--- src/rtl/rcu_pkg.sv ---
package rcu_pkg;

    localparam int BASE_W    = 8;
    localparam int NUM_SIZES = 4;
    localparam int DATA_W    = BASE_W << (NUM_SIZES - 1);
    localparam int CNT_W     = 6;
    localparam int SIZE_W    = $clog2(NUM_SIZES);

    typedef enum logic [SIZE_W-1:0] {
        SZ_8  = 2'd0,
        SZ_16 = 2'd1,
        SZ_32 = 2'd2,
        SZ_64 = 2'd3
    } size_e;

    typedef enum logic {
        DIR_LEFT  = 1'b0,
        DIR_RIGHT = 1'b1
    } dir_e;

    typedef struct packed {
        logic [DATA_W-1:0] res;
        logic              cf;
        logic              of;
        logic              we;
        logic              undef;
    } rcu_out_t;

    typedef struct packed {
        logic cf;
        logic of;
        logic we;
        logic undef;
    } rcu_flags_t;

    // Trim the count to the range allowed by the operand size.
    function automatic logic [CNT_W-1:0] mask_count(size_e s, logic [CNT_W-1:0] c);
        logic [CNT_W-1:0] m;
        if (s == SZ_64) m = c;
        else            m = {1'b0, c[CNT_W-2:0]};
        return m;
    endfunction

    // Most significant operand bit for the given size.
    function automatic logic pick_msb(size_e s, logic [DATA_W-1:0] v);
        logic b;
        case (s)
            SZ_8:    b = v[BASE_W-1];
            SZ_16:   b = v[2*BASE_W-1];
            SZ_32:   b = v[4*BASE_W-1];
            default: b = v[DATA_W-1];
        endcase
        return b;
    endfunction

    // Keep only the low N bits for the given size.
    function automatic logic [DATA_W-1:0] size_mask(size_e s, logic [DATA_W-1:0] v);
        logic [DATA_W-1:0] r;
        case (s)
            SZ_8:    r = {{(DATA_W-BASE_W){1'b0}},   v[BASE_W-1:0]};
            SZ_16:   r = {{(DATA_W-2*BASE_W){1'b0}}, v[2*BASE_W-1:0]};
            SZ_32:   r = {{(DATA_W-4*BASE_W){1'b0}}, v[4*BASE_W-1:0]};
            default: r = v;
        endcase
        return r;
    endfunction

endpackage

--- src/rtl/rcu_ring_lane.sv ---
module rcu_ring_lane
    import rcu_pkg::*;
#(
    parameter int LANE_W = 8
) (
    input  logic [LANE_W-1:0] operand_i,
    input  logic              cf_i,
    input  logic [CNT_W-1:0]  cnt_i,
    input  logic              dir_i,
    output logic [LANE_W-1:0] res_o,
    output logic              cf_o
);

    localparam int RING_W = LANE_W + 1;
    localparam int DBL_W  = 2 * RING_W;

    logic [CNT_W-1:0]  amt;
    logic [RING_W-1:0] ring;
    logic [DBL_W-1:0]  dbl;
    logic [DBL_W-1:0]  shl;
    logic [DBL_W-1:0]  shr;
    logic [RING_W-1:0] rot;

    always_comb begin
        amt  = CNT_W'(int'(cnt_i) % RING_W);
        ring = {cf_i, operand_i};
        dbl  = {ring, ring};
        shl  = dbl << amt;
        shr  = dbl >> amt;
        if (dir_e'(dir_i) == DIR_LEFT) rot = shl[DBL_W-1:RING_W];
        else                           rot = shr[RING_W-1:0];
        res_o = rot[LANE_W-1:0];
        cf_o  = rot[RING_W-1];
    end

endmodule

--- src/rtl/rcu_flags.sv ---
module rcu_flags
    import rcu_pkg::*;
(
    input  logic [CNT_W-1:0] mcnt_i,
    input  logic             dir_i,
    input  logic             cf_i,
    input  logic             of_i,
    input  logic             op_msb_i,
    input  logic             res_msb_i,
    input  logic             cf_new_i,
    output rcu_flags_t       flags_o
);

    logic zero_cnt;
    logic one_cnt;

    always_comb begin
        zero_cnt = (mcnt_i == '0);
        one_cnt  = (mcnt_i == CNT_W'(1));
        flags_o.we    = !zero_cnt;
        flags_o.undef = !zero_cnt && !one_cnt;
        flags_o.cf    = zero_cnt ? cf_i : cf_new_i;
        if (zero_cnt)
            flags_o.of = of_i;
        else if (one_cnt)
            flags_o.of = (dir_e'(dir_i) == DIR_RIGHT) ? (cf_i ^ op_msb_i)
                                                      : (cf_new_i ^ res_msb_i);
        else
            flags_o.of = 1'b0;
    end

endmodule

--- src/rtl/rot_carry_unit.sv ---
module rot_carry_unit
    import rcu_pkg::*;
(
    input  logic              clk,
    input  logic              rst,
    input  logic [1:0]        size_i,
    input  logic              dir_i,
    input  logic [5:0]        cnt_i,
    input  logic [63:0]       operand_i,
    input  logic              cf_i,
    input  logic              of_i,
    output logic [63:0]       res_o,
    output logic              cf_o,
    output logic              of_o,
    output logic              flag_we_o,
    output logic              of_undef_o
);

    size_e             size;
    logic [CNT_W-1:0]  mcnt;
    logic [DATA_W-1:0] lane_res [NUM_SIZES];
    logic              lane_cf  [NUM_SIZES];
    rcu_flags_t        flags;
    rcu_out_t          nxt;
    rcu_out_t          out_q;
    logic [DATA_W-1:0] sel_res;
    logic              sel_cf;

    assign size = size_e'(size_i);
    assign mcnt = mask_count(size, cnt_i);

    for (genvar gi = 0; gi < NUM_SIZES; gi++) begin : g_lane
        localparam int LW = BASE_W << gi;
        logic [LW-1:0] r;
        logic          c;
        rcu_ring_lane #(.LANE_W(LW)) i_lane (
            .operand_i (operand_i[LW-1:0]),
            .cf_i      (cf_i),
            .cnt_i     (mcnt),
            .dir_i     (dir_i),
            .res_o     (r),
            .cf_o      (c)
        );
        assign lane_res[gi] = DATA_W'(r);
        assign lane_cf[gi]  = c;
    end

    assign sel_res = lane_res[size];
    assign sel_cf  = lane_cf[size];

    rcu_flags i_flags (
        .mcnt_i    (mcnt),
        .dir_i     (dir_i),
        .cf_i      (cf_i),
        .of_i      (of_i),
        .op_msb_i  (pick_msb(size, operand_i)),
        .res_msb_i (pick_msb(size, sel_res)),
        .cf_new_i  (sel_cf),
        .flags_o   (flags)
    );

    always_comb begin
        nxt.res   = sel_res;
        nxt.cf    = flags.cf;
        nxt.of    = flags.of;
        nxt.we    = flags.we;
        nxt.undef = flags.undef;
    end

    always_ff @(posedge clk) begin
        if (rst) out_q <= '0;
        else     out_q <= nxt;
    end

    assign res_o      = out_q.res;
    assign cf_o       = out_q.cf;
    assign of_o       = out_q.of;
    assign flag_we_o  = out_q.we;
    assign of_undef_o = out_q.undef;

endmodule

--- config.mk ---
export PLATFORM = sky130hd
export DESIGN_NAME = rot_carry_unit
export DESIGN_NICKNAME = d
export VERILOG_FILES = /design/src/rtl/rcu_pkg.sv /design/src/rtl/rcu_ring_lane.sv /design/src/rtl/rcu_flags.sv /design/src/rtl/rot_carry_unit.sv
export SDC_FILE = /design/constraint.sdc
export NUM_CORES = 1
export LEC_CHECK = 0
export BUFFER_PORTS_ARGS = -buffer_cell sky130_fd_sc_hd__buf_2
export CORE_ASPECT_RATIO = 1.25
export CORE_UTILIZATION = 30
export CTS_CLUSTER_SIZE = 25
export DETAILED_ROUTE_END_ITERATION = 12
export PLACE_DENSITY = 0.47
export SLEW_MARGIN = 10
export SYNTH_ARGS = -nofsm -noshare
export SYNTH_HDL_FRONTEND = slang
export SYNTH_HIERARCHICAL = 1
export SYNTH_SLANG_ARGS = --single-unit
--- constraint.sdc ---
create_clock -name clk -period 6.98 [get_ports clk]
set_input_delay 0.698 -clock clk [delete_from_list [all_inputs] [get_ports clk]]
set_output_delay 0.698 -clock clk [all_outputs]
set_load 0.05 [all_outputs]
==> summary.txt <==
Drt
  • DRT Wirelength: 150,400 um
  • Initial DRC Count: approximately 4,400
  • Antenna viol nets, final: 0
  • Vias: 30,101
  • Routed vias/inst: 7.245
  • DR pass1 iterations: 6
  • Avg WL per Cell: 36.21 um
  • DRC Markers: 0

Worst setup path
  • Worst Path Arrival: 6.63 ns
  • CP max FO: 12
  • CP startpoint kind: input port
  • Required time of the worst setup path: 7.25 ns
  • Setup crit end kind: register
  • Setup Crit Path Kind: in2reg

Cells and area
  • Fill cell count: 9,505
  • Final Non-Filler Cells: slightly above 4,000
  • Most frequent cells in the layout: 423 x mux4_2, 225 x nor2_1, 196 x mux2i_1
  • Multi-input gate area: between 0.02 and 0.025 mm^2
  • Syn-to-layout area delta: 7.934%
  • Share of layout cells above drive strength 1: a little under a third
  • Commonest non-fill, non-tap cell in the layout: mux4_2
  • Nets: 3,042
  • Reg area: ~0.0014 mm^2

Pwr
  • PwrDens: ~150 mW/mm^2
  • Lkg Pwr: 10.40 nW
  • VDD IR max: ~0.3 mV

Synth
  • Synth Area in Simple Gates: 14.67%
  • Largest family of logic cells by synthesized area: multiplexers
  • Adder-Cell Fraction of Synth Area: less than 1%
  • XOR/XNOR Fraction of Synth Area: 0.4400%
  • Sequential-to-total area share from yosys stat: 4.935%
  • Async SR Flop Fraction: 0%
  • Cell count after synthesis: 3,005
  • Library cells used by synthesis: 125
  • Synth Area in Compound Gates: 25.55%
  • Yosys warns: 6
  • Dominant synthesized flop cell: dfxtp_1
  • Syn_area_per_cell: approximately 9 um^2
  • Post-synth EDFFs: 0
  • Mapped Nets: 3,096
  • Mapped Area: 0.02758 mm^2
  • Synthesized flop and latch total: a little under 70
  • Post-synthesis mux area share: 47.38%

Clocking
  • Clock root buffer: clkbuf_16
  • TritonCTS buffer count: 9
  • Post-CTS setup buffer count: 0
  • CTS tree: built
  • Hold buffer count at CTS: 0
  • Clk slew on worst S/H paths: 0.06 ns
  • Clock sinks: 68
  • Resized cells post-CTS: 0
  • # H-tree levels: 3
  • Clock tree buffer depth: 2

Placed design
  • HPWL Detailed: about 110,000 um
  • GPL Wtd Cong: 1.057
  • Number of buffers added on ports: approximately 140
  • Placed Cells: 4,137

Global route
  • Gr usage total: 31.13%
  • Vias in the first global route: approximately 28,000
  • Pin count of the biggest net entering global routing: 139
  • Initial antenna violation count: 7
  • Grt ovf: 0
  • First-pass GRT wire length: approximately 210,000 um

Die
  • Initial Utilization: between 30% and 40%
  • Std-Cell Rows: between 100 and 150
  • I/O pin count: 145
  • Die Y: 341.0 um
  • Die area: 0.09317 mm^2
  • Core ar.: roughly 0.091 mm^2
  • Die width: approximately 270 um

STA
  • Setup_tns: 0 ns
  • Max Clk Rate: 157.4 MHz
  • Unrepaired setup endpoints after global routing: false
  • # setup viols final: 0
  • Final Hold Vio Count: 0
  • Final min period: 6.353 ns
  • Period Utilization, post-route: 91.01%
  • Slew @ Worst Pin: 1.251 ns
  • Slew margin rel.: roughly 16%
  • Fin. max-slew vios: 0

Min path
  • Worst min-delay path category: in2reg

Status
  • Status: finished clean

Flow run
  • Max-cap viol count: 0
==> synth_stat cells, types with 17 or more instances <==
master	n	area, um^2
o211a_1	18	180.2
a21oi_1	134	670.6
o22ai_1	67	419.2
o21ai_1	26	130.1
o31ai_1	23	172.7
nor3_1	62	310.3
inv_1	27	101.4
nor2b_1	28	175.2
nand4_1	20	125.1
o221ai_1	27	236.5
dfxtp_1	68	1361
a211oi_1	65	488.0
nand2_1	186	698.2
buf_1	33	123.9
nor2_1	227	852.1
o21ai_0	144	720.7
mux2_2	117	1318
buf_2	76	380.4
o211ai_1	106	795.8
nand3_1	74	370.4
mux2i_1	199	1992
a22oi_1	41	307.8
and2_1	51	319.1
a211o_1	26	227.7
a21o_1	30	225.2
and3_1	22	137.6
clkbuf_1	200	750.7
mux4_2	423	9527
a31oi_1	25	156.4
nand2b_1	23	143.9
or3_1	19	118.9
buf_4	17	127.6
==> critical path, stage by stage <==
cell	delay, ns
buf_6	0.14
inv_1	0.08
ha_1	0.20
o31ai_1	0.40
xnor2_1	0.15
ha_1	0.27
or3_4	0.42
a21o_1	0.20
buf_4	0.18
a21boi_2	0.18
nor2_2	0.05
inv_1	0.09
ha_1	0.18
nor2b_1	0.06
and2_1	0.16
a2111o_1	0.39
nand4_2	0.21
buf_4	0.25
mux4_2	0.55
nand2_1	0.09
a311oi_1	0.09
a2111oi_1	0.54
buf_4	0.23
mux4_1	0.23
xor2_1	0.15
nand3b_1	0.08
a21oi_1	0.15
nor2b_1	0.16
==> through the flow <==
stage                     area [um^2]  hold slack (ns)  total power, mW  util [%]  setup WS (ns)
after floorplan                 27580           0.7696            2.766         -         0.1964
after global placement          29460            1.067            3.999     32.29         0.2334
after detailed placement        29460            1.064            3.968     32.29         0.3078
after CTS                       29770           0.7008            4.447     32.63         0.6536
after global routing            29770           0.7375            4.694     32.63         0.1205
final                           29770           0.7118            4.559     32.63         0.6272
==> report_power, final <==
group	total, mW	switching, mW	internal [mW]	leakage [nW]
clock network	0.466	0.184	0.282	0.151
logic	3.66	2.28	1.38	9.69
registers	0.429	0.00902	0.420	0.558
==> area by class of cell <==
class,count,share of cell area (%)
multi-input cells,2556,82.44
repair buffers,283,6.489
well taps,1197,5.031
flip-flops and latches,68,4.573
clock buffers,9,0.7565
inverters,33,0.4161
clock inverters,7,0.2774
diodes,2,0.01681
==> sequential cells by signal (all words and copies together) (netlist names) <==
name        cells
res_o          64
cf_o            1
flag_we_o       1
of_o            1
of_undef_o      1
==> cells by family after synthesis <==
| kind of cell | Yosys count |
|---|---|
| muxes | 754 |
| AOI/OAI and AO/OA | 973 |
| buffers and inverters | 381 |
| DFF | 68 |
| and+or+nand+nor | 805 |
| adders and majority gates | 14 |
| xor gates and xnor gates | 10 |
==> layer usage <==
layer  track usage, %  wire length (um)  up-vias  part of all wire [%]
met5                0                72        -                 0.048
met4            19.83             11400        8                   7.6
met3            5.425             14200      487                   9.4
met2            48.90             68260     2226                    45
met1            39.34             56510    15041                    38
li1                 -                 -    12339                     -
==> worst paths after layout <==
kind / start / depth (start not counted) / to / slack, ns
setup / recovery: cnt_i[3] / 28 / of_o / 0.63
hold / removal: rst / 2 / flag_we_o / 0.71
No activity file was read; power rests on OpenSTA's default activity.
